**config.mk**
```make
export PLATFORM = sky130hd
export DESIGN_NAME = lfsr_raster_timing
export DESIGN_NICKNAME = d
export VERILOG_FILES = /design/src/rtl/vtg_pkg.sv /design/src/rtl/vtg_lfsr_ctr.sv /design/src/rtl/vtg_window.sv /design/src/rtl/vtg_bin2lfsr.sv /design/src/rtl/lfsr_raster_timing.sv
export SDC_FILE = /design/constraint.sdc
export NUM_CORES = 1
export LEC_CHECK = 0
export BUFFER_PORTS_ARGS = -buffer_cell sky130_fd_sc_hd__clkbuf_2
export CORE_UTILIZATION = 30
export DETAILED_ROUTE_END_ITERATION = 8
export SLEW_MARGIN = 20
export SYNTH_ARGS = -nofsm -noshare
export SYNTH_HDL_FRONTEND = slang
export SYNTH_SLANG_ARGS = --single-unit
```
**constraint.sdc**
```tcl
create_clock -name clk -period 4.75 [get_ports clk]
set_input_delay 0.7125 -clock clk [delete_from_list [all_inputs] [get_ports clk]]
set_output_delay 0.7125 -clock clk [all_outputs]
set_load 0.05 [all_outputs]
```
**src/rtl/vtg_pkg.sv**
```systemverilog
package vtg_pkg;
  localparam int          LFSR_W    = 16;
  localparam logic [15:0] LFSR_SEED = 16'hFFFF;

  // One shift step: left shift, feedback from bits 15, 4, 2, 1 into bit 0.
  function automatic logic [LFSR_W-1:0] lfsr_adv(input logic [LFSR_W-1:0] s);
    return {s[LFSR_W-2:0], s[15] ^ s[4] ^ s[2] ^ s[1]};
  endfunction
endpackage

```
**src/rtl/vtg_lfsr_ctr.sv**
```systemverilog
module vtg_lfsr_ctr
  import vtg_pkg::*;
(
  input  logic              clk,
  input  logic              rst_n,
  input  logic              adv,
  input  logic [LFSR_W-1:0] last_st,
  output logic [LFSR_W-1:0] pos,
  output logic              at_last
);
  assign at_last = (pos == last_st);

  always_ff @(posedge clk) begin
    if (!rst_n)       pos <= LFSR_SEED;
    else if (adv)     pos <= at_last ? LFSR_SEED : lfsr_adv(pos);
  end

  AST_WRAP_TO_SEED: assert property (@(posedge clk) disable iff (!rst_n)
    (adv && at_last) |=> (pos == LFSR_SEED));
  AST_HOLD_IDLE: assert property (@(posedge clk) disable iff (!rst_n)
    !adv |=> $stable(pos));
  AST_NEVER_ZERO: assert property (@(posedge clk) disable iff (!rst_n)
    pos != '0);
endmodule

```
**src/rtl/vtg_window.sv**
```systemverilog
module vtg_window
  import vtg_pkg::*;
(
  input  logic              clk,
  input  logic              rst_n,
  input  logic [LFSR_W-1:0] pos,
  input  logic [LFSR_W-1:0] beg_st,
  input  logic [LFSR_W-1:0] end_st,
  output logic              active
);
  logic win_q;
  logic hit_beg, hit_end;

  assign hit_beg = (pos == beg_st);
  assign hit_end = (pos == end_st);
  assign active  = (win_q | hit_beg) & ~hit_end;

  always_ff @(posedge clk) begin
    if (!rst_n) win_q <= 1'b0;
    else        win_q <= active;
  end
endmodule

```
**src/rtl/vtg_bin2lfsr.sv**
```systemverilog
module vtg_bin2lfsr
  import vtg_pkg::*;
(
  input  logic              clk,
  input  logic              rst_n,
  input  logic              go,
  input  logic [LFSR_W-1:0] count,
  output logic              done,
  output logic [LFSR_W-1:0] state
);
  logic [LFSR_W-1:0] remain;

  always_ff @(posedge clk) begin
    if (!rst_n) begin
      state  <= LFSR_SEED;
      remain <= '0;
      done   <= 1'b0;
    end else if (go) begin
      state  <= LFSR_SEED;
      remain <= count;
      done   <= (count == '0);
    end else if (remain != '0) begin
      state  <= lfsr_adv(state);
      remain <= remain - 1'b1;
      if (remain == 1) done <= 1'b1;
    end
  end

  AST_ZERO_COUNT: assert property (@(posedge clk) disable iff (!rst_n)
    (go && count == '0) |=> (done && state == LFSR_SEED));
  AST_DONE_HOLDS: assert property (@(posedge clk) disable iff (!rst_n)
    (done && !go) |=> (done && $stable(state)));
  AST_BUSY_NOT_DONE: assert property (@(posedge clk) disable iff (!rst_n)
    (go && count != '0) |=> !done);
endmodule

```
**src/rtl/lfsr_raster_timing.sv**
```systemverilog
module lfsr_raster_timing
  import vtg_pkg::*;
(
  input  logic              clk,
  input  logic              rst_n,
  input  logic [15:0]       ha_beg_st,
  input  logic [15:0]       ha_end_st,
  input  logic [15:0]       h_last_st,
  input  logic [15:0]       hs_beg_st,
  input  logic [15:0]       hs_end_st,
  input  logic [15:0]       va_beg_st,
  input  logic [15:0]       va_end_st,
  input  logic [15:0]       v_last_st,
  input  logic [15:0]       vs_beg_st,
  input  logic [15:0]       vs_end_st,
  input  logic              cv_go,
  input  logic [15:0]       cv_count,
  output logic              hsync,
  output logic              vsync,
  output logic              de,
  output logic              line_stb,
  output logic              frame_stb,
  output logic              cv_done,
  output logic [15:0]       cv_state
);
  localparam int NWIN = 4; // 0 h-active, 1 h-sync, 2 v-active, 3 v-sync

  logic [LFSR_W-1:0] hpos, vpos;
  logic              h_end, v_end;
  logic [LFSR_W-1:0] w_beg [NWIN];
  logic [LFSR_W-1:0] w_end [NWIN];
  logic [NWIN-1:0]   w_act;

  vtg_lfsr_ctr u_hctr (
    .clk(clk), .rst_n(rst_n), .adv(1'b1),
    .last_st(h_last_st), .pos(hpos), .at_last(h_end));

  vtg_lfsr_ctr u_vctr (
    .clk(clk), .rst_n(rst_n), .adv(h_end),
    .last_st(v_last_st), .pos(vpos), .at_last(v_end));

  assign w_beg[0] = ha_beg_st;  assign w_end[0] = ha_end_st;
  assign w_beg[1] = hs_beg_st;  assign w_end[1] = hs_end_st;
  assign w_beg[2] = va_beg_st;  assign w_end[2] = va_end_st;
  assign w_beg[3] = vs_beg_st;  assign w_end[3] = vs_end_st;

  for (genvar i = 0; i < NWIN; i++) begin : g_win
    vtg_window u_win (
      .clk(clk), .rst_n(rst_n),
      .pos((i < 2) ? hpos : vpos),
      .beg_st(w_beg[i]), .end_st(w_end[i]),
      .active(w_act[i]));
  end

  assign de        = w_act[0] & w_act[2];
  assign hsync     = w_act[1];
  assign vsync     = w_act[3];
  assign line_stb  = h_end;
  assign frame_stb = h_end & v_end;

  vtg_bin2lfsr u_conv (
    .clk(clk), .rst_n(rst_n), .go(cv_go), .count(cv_count),
    .done(cv_done), .state(cv_state));

  AST_FRAME_WRAP: assert property (@(posedge clk) disable iff (!rst_n)
    frame_stb |=> (vpos == LFSR_SEED && hpos == LFSR_SEED));
endmodule

```
Word level (Yosys, flattened, before mapping)
Index checks and enable logic that the tools add are counted.

operators by class
  equality and inequality tests = 11
  add/sub/neg operators = 1
  bitwise logic cells = 24
  reductions and logical operators = 7
  muxes and demuxes = 6

operators by type and width
  kind                                                 count
  == test 16 bit                                       10
  two-way mux 16 bit                                   3
  == test 16 x 1 -> 1 bit (second input constant)      1
  zero test 16 bit                                     1
  nonzero test 16 bit                                  1
  subtractor 16 x 1 -> 16 bit (second input constant)  1
  bitwise XOR 1 bit                                    9
  bitwise AND 1 bit                                    6
  inverter 1 bit                                       5
  OR 1 bit                                             4
  nonzero test 2 bit                                   2
  OR reduction 2 bit                                   2
  two-way mux 1 bit                                    3
  AND reduction 2 bit                                  1

word-level totals
  flip-flop bits (word level) = 69
  output and inout port bits = 22
  logic and storage cells = 58

Longest topological paths before layout
Gate-level depths: netlist of the first run.

  word-level depth = 4
  mapped depth = 9

By module
From an unflattened synthesis of the first run, not the netlist that was laid out.

second synthesis, totals
  cell total of the unflattened synthesis = 559
  area, all modules = 5121.2 um2

modules (own cells, without submodules)
  module              area each (um2)  cells an instance  instances
  vtg_lfsr_ctr        962.2            95                 2
  vtg_window          406.6            45                 4
  vtg_bin2lfsr        1554.0           186                1
  lfsr_raster_timing  16.3             3                  1

Worst setup path before layout of the first run
No wires, ideal clock.

  kind = input to output
  from = input port h_last_st[15]
  to = output port frame_stb
  stages = 5
  data arrival time = 3.592 ns
  slack = 0.445 ns
  cell sequence = xnor2_1 > nand4_1 > nor4_1 > inv_1 > nor2_1

on the way
  cells in the longest elaborated chain, start to end = 2

RTL lines
  what                RTL line                  RTL
  start: declaration  lfsr_raster_timing.sv:8   input logic [15:0] h_last_st,
  == test 16 bit      vtg_lfsr_ctr.sv:11        assign at_last = (pos == last_st);
  named net line_stb  lfsr_raster_timing.sv:21  output logic line_stb,
  bitwise AND 1 bit   lfsr_raster_timing.sv:59  assign frame_stb = h_end & v_end;
  end: declaration    lfsr_raster_timing.sv:22  output logic frame_stb,

The timed path passes the listed nets, and every way through them passes these cells.

Final worst setup path of the first run
  from = register u_hctr.pos[1]
  to = output port frame_stb

on the way
  cells in the longest elaborated chain, start to end = 2

RTL lines
  what                      RTL line                  RTL
  start: declaration        vtg_lfsr_ctr.sv:8         output logic [LFSR_W-1:0] pos,
  start signal: assignment  vtg_lfsr_ctr.sv:15        else if (adv) pos <= at_last ? LFSR_SEED : lfsr_adv(pos);
  == test 16 bit            vtg_lfsr_ctr.sv:11
  bitwise AND 1 bit         lfsr_raster_timing.sv:59

Every way passes these cells.

==> key figures, run 1 <==
Status
  • Status: complete, no violations

Critical path
  • Worst-path fanout max: 7
  • Worst setup SP type: flip-flop
  • Critical path class: flip-flop to output pin
  • CP arrival: 2.42 ns
  • RR Startpoint: u_hctr.pos[1]
  • R2R cell count: 5
  • Req. time, crit path: 4.04 ns
  • Worst setup path startpoint: u_hctr.pos[1]
  • Worst Setup End Kind: output pin

Timing
  • Slew Limit Headroom: 27.3%
  • Slew @ Worst Pin: 1.08 ns
  • Final Skew: 0.00539 ns
  • Unrepaired setup endpoints after global routing: false
  • Tcrit/Tclk final: 66.0%
  • Slew Limit Fails: 0
  • Tmin final: 3.13 ns
  • Setup tns final: 0 ns
  • Setup Viol. Count Final: 0
  • Max frequency: 0.319 GHz
  • PnR worst setup slack: 1.62 ns
  • Final Hold Fails: 0

Power
  • Clock power frac: 47.6%
  • Int Pwr: 0.00133 W
  • Combinational Power Share: 17.0%
  • Max VDD drop: 0.000247 V
  • Sequential share of power: 35.4%
  • P_sw: 0.000437 W
  • Sw Ratio: 24.7%
  • PwrDens: 300 nW/um^2
  • Leak: 2.39 nW

Placement
  • Final RePlAce weighted congestion: 0.844
  • I/O Buffers: 200
  • Dpl hpwl: 11,000 microns
  • Post-Place Worst Slack: 1.79 ns

Global route
  • Largest net degree at the start of global routing: 32
  • Initial antenna violation count: 0
  • Total Routing Usage GR: 18.4%
  • Grt total ovfl: 0
  • First-pass GRT wire length: 20,600 microns
  • Vias in the first global route: 4,044

Floorplanning
  • Ports: 201
  • Die Span Y: 124 microns
  • Die Span X: 124 microns
  • Initial Util: 30.7%
  • Row count: 44
  • Die area: 15,400 sq um
  • Core area: 14,500 sq um

Clocking
  • CTS tree: done
  • H-tree Lvls: 3
  • Post-CTS sizing: 0
  • # hold bufs at CTS: 0
  • Clock transition at path regs: 0.06 ns
  • Setup bufs post-CTS: 0
  • Root Buffer: clkbuf_16
  • Clk buf depth: 2
  • CTS buffer count: 9
  • CTS Sinks: 69
  • Clock latency on the worst-skew pair: 0.34 ns

Hold path
  • Hold_sp: u_conv.state[10]
  • HP Class: flip-flop to flip-flop
  • Worst hold stages: 2

Synth
  • Seq/Total Area, Yosys: 30.9%
  • Synthesis warning total: 0
  • Top cells by area, synth: dfxtp_1 (31%), xnor2_1 (19%), xor2_1 (17%), nor4_1 (4.3%), nand2_1 (3.8%)
  • Main synth FF type: dfxtp_1
  • Number of synthesized flops with an enable pin: 0
  • Library cells used by synthesis: 37
  • #FFs+latches synth: 69
  • Mapped cell area: 4470 sq um
  • Mapped Nets: 699
  • Largest area contributor in the netlist: dfxtp_1
  • Cells after Synth: 518
  • Mean area per synthesized cell: 8.62 sq um
  • Top cell type's share of synthesized area: 30.9%
  • Ys async rst share: 0%
  • Cell with the most instances after synthesis: xnor2_1
  • Top cells by count, synth: xnor2_1 (95), xor2_1 (86), dfxtp_1 (69)

Detailed routing
  • WL/cell: 16.0 microns
  • Via density: 4.70
  • Residual DRC: 0
  • 1st-iter DRT viols: 212
  • Vias: 4,104
  • TritonRoute pass-1 iters: 4
  • Total Wirelength: 14,000 microns
  • Final ANT Viol Nets: 0

Final layout
  • Layout net count: 865
  • Layout area overhead: 31.8%
  • Register area: 1380 sq um
  • Antenna cells: 0
  • Layout cells sized above 1: 34.5%
  • Fillers: 1,491
  • Area of the multi-input gates: 2880 sq um

Run
  • Max cap viols: 0
-- per-stage QoR --
step	hold WS (ns)	power [W]	util (%)	std cells	area (sq um)
after floorplan	0.509	0.000814	-	518	4470
after global placement	0.476	0.000936	38.0	857	5520
after detailed placement	0.477	0.000939	38.0	857	5520
after CTS	0.487	0.00179	40.5	873	5890
after global routing	0.515	0.00185	40.5	873	5890
final	0.489	0.00177	40.5	873	5890
-- cells by family after synthesis --
family / after synthesis / share of synthesized area, %
simple gates: 172 / 21.1
flops: 69 / 30.9
compound gates: 43 / 7.11
xor+xnor: 181 / 35.5
buf+inv: 50 / 4.57
mux: 1 / 0.224
fa+ha+maj: 2 / 0.560
-- layer usage --
metal / vias up / track usage, % / share of wire [%]
met2: 162 / 33.4 / 48
li1: 2074 / - / -
met1: 1846 / 19.4 / 41
met4: 0 / 8.04 / 2.6
met5: - / 0 / 0
met3: 22 / 5.54 / 8.4
-- flip-flops by register name, indices dropped and copies added (netlist names) --
| signal | cells |
|---|---|
| u_hctr.pos | 16 |
| u_vctr.pos | 16 |
| u_conv.state | 16 |
| u_conv.remain | 16 |
| g_win.u_win.win_q | 4 |
| u_conv.done | 1 |
-- cell usage in the layout, fill, tap and decap left out, types with 9 or more instances in the layout --
master	n
xnor2_1	95
xor2_1	86
nor4_1	31
o21ai_0	10
o22a_1	16
nand3_1	17
clkbuf_16	9
and2_1	10
dfxtp_1	69
clkbuf_2	200
or2_2	15
nor2_1	12
nand4_1	22
nand2_1	45
-- worst paths after layout --
check / slack, ns / to
hold / removal: 0.49 / u_conv.state[10]
hold reg to reg: 0.49 / u_conv.state[10]
setup reg to reg: 2.06 / u_vctr.pos[12]
setup / recovery: 1.62 / frame_stb
-- area by class of cell --
| type | count | share of cell area, % |
|---|---|---|
| repair buffers | 201 | 17.1 |
| multi-input cells | 399 | 48.9 |
| clock buffers | 10 | 4.06 |
| inverters | 4 | 0.255 |
| flip-flops and latches | 69 | 23.5 |
| well taps | 184 | 3.91 |
| clock inverters | 6 | 2.27 |
-- power groups by stage --
stage / Clock, W / Sequential, W / Combinational (W)
2_1_floorplan: 0 / 0.000642 / 0.000172
3_5_place_dp: 0 / 0.000639 / 0.000300
4_1_cts: 0.000862 / 0.000627 / 0.000301
5_1_grt: 0.000885 / 0.000630 / 0.000331
6_report: 0.000841 / 0.000627 / 0.000300
3_3_place_gp: 0 / 0.000639 / 0.000297
-- critical path, stage by stage (launching register included) --
cell	delay, ns
dfxtp_1	0.63
xnor2_1	0.19
nand4_1	0.11
nor4_1	0.59
inv_1	0.12
nor2_1	0.14
clkbuf_2	0.30
No activity file was read; power rests on OpenSTA's default activity.
==> run 2, diff against run 1 <==
==> constraint.sdc (replaced) <==
create_clock -name clk -period 2.5 [get_ports clk]
set_input_delay 0.375 -clock clk [delete_from_list [all_inputs] [get_ports clk]]
set_output_delay 0.375 -clock clk [all_outputs]
set_load 0.05 [all_outputs]
==> run 2 against run 1 <==
Flip-flop and latch count unchanged. Die area unchanged. Cell count up 2.9%. Clock skew down 0.0011 ns. Highest routed layer unchanged. Register-to-register slack worse by 1.9 ns. Sequential share of layout area down 0.30 points. Non-clock buffer count up 25.
==> key figures, run 2 (same netlist as run 1, synthesis figures left out) <==
Status
  • Status: complete, no violations (unchanged)

Placement
  • Dpl hpwl: 11,100 microns (was 11,000 microns)
  • Post-Place Worst Slack: 0.160 ns (was 1.79 ns)
  • Final RePlAce weighted congestion: 0.872 (was 0.844)
  • I/O Buffers: 200 (unchanged)

Detailed routing
  • TritonRoute pass-1 iters: 4 (unchanged)
  • Residual DRC: 0 (unchanged)
  • Total Wirelength: 14,100 microns (was 14,000 microns)
  • 1st-iter DRT viols: 191 (was 212)
  • Vias: 4,289 (was 4,104)
  • WL/cell: 15.7 microns (was 16.0 microns)
  • Final ANT Viol Nets: 0 (unchanged)
  • Via density: 4.78 (was 4.70)

Timing
  • Final Hold Fails: 0 (unchanged)
  • Max frequency: 0.420 GHz
  • PnR worst setup slack: 0.117 ns (was 1.62 ns)
  • Slew Limit Headroom: 66.4% (was 27.3%)
  • Slew Limit Fails: 0 (unchanged)
  • Setup Viol. Count Final: 0 (unchanged)
  • Final Skew: 0.00427 ns (was 0.00539 ns)
  • Tcrit/Tclk final: 95.3%
  • Tmin final: 2.38 ns
  • Setup tns final: 0 ns (unchanged)
  • Unrepaired setup endpoints after global routing: false (unchanged)
  • Slew @ Worst Pin: 0.499 ns (was 1.08 ns)

Critical path
  • CP arrival: 2.01 ns (was 2.42 ns)
  • Critical path class: flip-flop to output pin (unchanged)
  • Worst-path fanout max: 4 (was 7)
  • Worst setup SP type: flip-flop (unchanged)
  • CP peak stage delay: 0.46 ns (was 0.63 ns)
  • Req. time, crit path: 2.12 ns (was 4.04 ns)
  • Slowest CP cell: dfxtp_1 (unchanged)
  • Worst Setup End Kind: output pin (unchanged)
  • Critical path cell sequence: xnor2_1 -> nand4_1 -> nor4_4 -> inv_1 -> nor2_4 -> clkbuf_4 (was xnor2_1 -> nand4_1 -> nor4_1 -> inv_1 -> nor2_1 -> clkbuf_2)

Floorplanning
  • Row count: 44 (unchanged)
  • Die Span Y: 124 microns (unchanged)
  • Initial Util: 30.7% (unchanged)
  • Die area: 15,400 sq um (unchanged)
  • Ports: 201 (unchanged)
  • Die Span X: 124 microns (unchanged)
  • Core area: 14,500 sq um (unchanged)

Clocking
  • Root Buffer: clkbuf_16 (unchanged)
  • CTS Sinks: 69 (unchanged)
  • Clock latency on the worst-skew pair: 0.34 ns (about the same)
  • Clk buf depth: 2 (unchanged)
  • CTS tree: done (unchanged)
  • Clock transition at path regs: 0.05 ns (was 0.06 ns)
  • H-tree Lvls: 3 (unchanged)
  • CTS buffer count: 9 (unchanged)
  • # hold bufs at CTS: 0 (unchanged)

Power
  • Max VDD drop: 0.000437 V (was 0.000247 V)
  • Total power: 0.00305 W (was 0.00177 W)
  • PwrDens: 502 nW/um^2 (was 300 nW/um^2)
  • Leak: 2.48 nW (was 2.39 nW)

Final layout
  • Fillers: 1,508 (was 1,491)
  • Layout area overhead: 35.9% (was 31.8%)
  • Register area: 1410 sq um (was 1380 sq um)
  • Layout net count: 890 (was 865)
  • Layout cells sized above 1: 39.6% (was 34.5%)
  • Commonest non-fill, non-tap cell in the layout: clkbuf_2 (unchanged)
  • Most frequent cells in the layout: clkbuf_2 (198), xnor2_1 (94), xor2_1 (86) (was clkbuf_2 (200), xnor2_1 (95), xor2_1 (86))
  • Area of the multi-input gates: 2910 sq um (was 2880 sq um)
  • Antenna cells: 0 (unchanged)
  • Core Util, Final: 41.8% (was 40.5%)

Global route
  • Vias in the first global route: 4,223 (was 4,044)
  • Grt total ovfl: 0 (unchanged)
  • First-pass GRT wire length: 21,100 microns (was 20,600 microns)
  • Initial antenna violation count: 0 (unchanged)
  • Total Routing Usage GR: 18.8% (was 18.4%)
  • Largest net degree at the start of global routing: 20 (was 32)

Run
  • Max cap viols: 0 (unchanged)

Hold path
  • HP Class: input pin to flip-flop (was flip-flop to flip-flop)
run 2: worst paths after layout:
check,from,endpoint,slack (ns),cells past startpoint
hold / removal,cv_count[9],u_conv.remain[9],0.25,3
setup reg to reg,u_conv.remain[8],u_conv.state[0],0.16,6
hold reg to reg,u_conv.state[9],u_conv.state[10],0.49,2
setup / recovery,u_hctr.pos[11],frame_stb,0.12,6
run 2: critical path: cells and delay by family, from the launching register on:
kind                   cells  cell delay [ns]
flip-flops                 1             0.46
buffers and inverters      2             0.37
XOR/XNOR                   1             0.16
AND/OR/NAND/NOR            3             0.66
run 2: per-stage QoR:
stage	cell area (sq um)	instances	hold WS, ns
3_5_place_dp	5740	882	0.481
5_1_grt	6070	898	0.254
3_3_place_gp	5740	882	0.476
6_report	6070	898	0.251
2_1_floorplan	4490	518	0.484
4_1_cts	6040	898	0.234
run 2: layout make-up:
cell class / instances / share of cell area, %
clock inverters: 4 / 0.783
clock buffers: 12 / 4.06
inverters: 4 / 0.247
flip-flops and latches: 69 / 23.1
repair buffers: 226 / 20.0
well taps: 184 / 3.79
multi-input cells: 399 / 48.0
run 2: per-layer routing:
metal  track usage, %  share of wire, %
met4             10.8               3.9
met1             19.8                40
met2             32.2                47
met3             6.82               8.9
met5                0                 0
run 2: where the power goes:
part / internal (W) / leakage (nW) / switching, W / total [W]
Clock: 0.000796 / 0.143 / 0.000474 / 0.00127
Sequential: 0.00114 / 0.554 / 0.0000474 / 0.00119
Combinational: 0.000302 / 1.78 / 0.000289 / 0.000591
Total: 0.00224 / 2.48 / 0.000810 / 0.00305
run 2: repair_timing:
action                                  4_1_cts  5_1_grt
endpoints found under the setup margin        2        3
setup buffers                                 0        0
gates resized for setup                       7       17
pin swaps                                     0        1
==> run 3, diff against run 2 <==
==> constraint.sdc (replaced) <==
create_clock -name clk -period 2.5 [get_ports clk]
set_input_delay 0.125 -clock clk [delete_from_list [all_inputs] [get_ports clk]]
set_output_delay 0.125 -clock clk [all_outputs]
set_load 0.05 [all_outputs]
==> run 3 against run 2 <==
Count of clock-buffer cells in the layout is the same. Setup slack improved by 0.024 ns. Critical path type is now flip-flop to flip-flop. Highest routed layer unchanged. Largest cell class unchanged. Largest power group is now registers. Die area is the same.
==> key figures, run 3 (same netlist as run 1, synthesis figures left out) <==
Critical path
  • Critical path class: flip-flop to flip-flop (was flip-flop to output pin)
  • RR Startpoint: u_conv.remain[8] (unchanged)
  • Worst setup SP type: flip-flop (unchanged)
  • Req. time, crit path: 2.71 ns (was 2.12 ns)
  • R2R cell count: 6 (unchanged)
  • CP arrival: 2.57 ns (was 2.01 ns)
  • Reg-to-Reg End: u_conv.remain[7] (was u_conv.state[0])
  • Worst setup path startpoint: u_conv.remain[8] (was u_hctr.pos[11])
  • Flop2flop setup slack: 0.14 ns (was 0.16 ns)
  • Worst-path fanout max: 18 (was 4)
  • Worst Setup End Kind: flip-flop (was output pin)

Timing
  • Final Hold Fails: 0 (unchanged)
  • Setup tns final: 0 ns (unchanged)
  • Tcrit/Tclk final: 94.3% (was 95.3%)
  • Slew Limit Fails: 0 (unchanged)
  • Slew @ Worst Pin: 0.513 ns (was 0.499 ns)
  • Unrepaired setup endpoints after global routing: false (unchanged)
  • Max frequency: 0.424 GHz (was 0.420 GHz)
  • Slew Limit Headroom: 65.5% (was 66.4%)
  • Final Skew: 0.00738 ns (was 0.00427 ns)
  • Setup Viol. Count Final: 0 (unchanged)
  • PnR worst setup slack: 0.141 ns (was 0.117 ns)
  • Tmin final: 2.36 ns (was 2.38 ns)

Final layout
  • Register area: 1380 sq um (was 1410 sq um)
  • Layout net count: 885 (was 890)
  • Layout cells sized above 1: 36.6% (was 39.6%)
  • Most frequent cells in the layout: clkbuf_2 (200), xnor2_1 (95), xor2_1 (86) (was clkbuf_2 (198), xnor2_1 (94), xor2_1 (86))
  • Area of the multi-input gates: 2900 sq um (was 2910 sq um)
  • Layout area overhead: 33.6% (was 35.9%)
  • Antenna cells: 0 (unchanged)
  • Fillers: 1,498 (was 1,508)
  • Commonest non-fill, non-tap cell in the layout: clkbuf_2 (unchanged)

Global route
  • First-pass GRT wire length: 20,100 microns (was 21,100 microns)
  • Total Routing Usage GR: 17.2% (was 18.8%)
  • Initial antenna violation count: 0 (unchanged)
  • Grt total ovfl: 0 (unchanged)
  • Largest net degree at the start of global routing: 32 (was 20)
  • Vias in the first global route: 4,028 (was 4,223)

Detailed routing
  • Final ANT Viol Nets: 0 (unchanged)
  • Residual DRC: 0 (unchanged)
  • WL/cell: 14.8 microns (was 15.7 microns)
  • Via density: 4.68 (was 4.78)
  • Total Wirelength: 13,200 microns (was 14,100 microns)
  • TritonRoute pass-1 iters: 4 (unchanged)
  • 1st-iter DRT viols: 128 (was 191)
  • Vias: 4,166 (was 4,289)

Hold path
  • Worst Hold End: u_conv.remain[8] (was u_conv.remain[9])
  • Worst hold stages: 3 (unchanged)
  • Hold_sp: cv_count[8] (was cv_count[9])
  • HP Class: input pin to flip-flop (unchanged)

Placement
  • Final RePlAce weighted congestion: 0.844 (was 0.872)
  • Post-Place Worst Slack: 0.153 ns (was 0.160 ns)
  • Dpl hpwl: 10,600 microns (was 11,100 microns)
  • I/O Buffers: 200 (unchanged)

Clocking
  • Clock latency on the worst-skew pair: 0.32 ns (was 0.34 ns)
  • Root Buffer: clkbuf_16 (unchanged)
  • H-tree Lvls: 3 (unchanged)
  • Clock transition at path regs: 0.05 ns (about the same)
  • CTS buffer count: 9 (unchanged)
  • CTS Sinks: 69 (unchanged)
  • Clk buf depth: 2 (unchanged)
  • CTS tree: done (unchanged)

Floorplanning
  • Die area: 15,400 sq um (unchanged)
  • Row count: 44 (unchanged)
  • Die Span X: 124 microns (unchanged)
  • Ports: 201 (unchanged)
  • Core area: 14,500 sq um (unchanged)
  • Die Span Y: 124 microns (unchanged)
  • Initial Util: 30.7% (unchanged)

Power
  • Max VDD drop: 0.000431 V (was 0.000437 V)
  • PwrDens: 487 nW/um^2 (was 502 nW/um^2)
  • Leak: 2.45 nW (was 2.48 nW)

Run
  • Max cap viols: 0 (unchanged)

Status
  • Status: complete, no violations (unchanged)
run 3: worst max path at each step:
stage,to,slack (ns),cells past startpoint
floorplan,u_vctr.pos[10],0.05,7
global placement,u_conv.remain[7],0.17,6
detailed placement,u_conv.remain[7],0.15,6
CTS,de,0.06,7
global route,de,0.04,7
finish,u_conv.remain[7],0.14,6
run 3: critical path: stages, from the launching register on:
cell	delay [ns]
dfxtp_1	0.34
or4_4	0.56
or4_4	0.47
or4_4	0.49
buf_12	0.18
a22oi_1	0.14
nor2b_1	0.06
run 3: power by group:
group / switching (W) / internal [W] / leakage (nW)
Clock: 0.000425 / 0.000710 / 0.134
Combinational: 0.000286 / 0.000301 / 1.75
Sequential: 0.0000458 / 0.00114 / 0.563
run 3: metrics by stage:
step	cells	instance area (sq um)	util, %	hold slack [ns]	total power, W
floorplan	518	4490	-	0.234	0.00155
finish	891	5970	41.1	0.0197	0.00291
detailed placement	877	5700	39.2	0.343	0.00180
global placement	877	5700	39.2	0.345	0.00179
global route	891	5970	41.1	0.0147	0.00307
CTS	891	5970	41.1	0.00417	0.00295
run 3: area by class of cell:
cell class / count / area share [%]
multi-input cells: 399 / 48.6
flip-flops and latches: 69 / 23.2
repair buffers: 221 / 19.6
clock buffers: 12 / 4.30
well taps: 184 / 3.86
inverters: 4 / 0.252
clock inverters: 2 / 0.168
run 3: metal layers:
metal  global-route usage (%)  vias to the layer above  wire length, microns
met1                     21.2                     1934                  5980
li1                         -                     2112                     -
met5                        0                        -                     0
met2                     30.0                      108                  6480
met4                     5.06                        0                   153
met3                     3.66                       12                   603
run 3: timing repair:
action	CTS	global route
buffers inserted	0	0
setup endpoints to repair	0	1
hold buffers	0	0
resized for setup	0	1
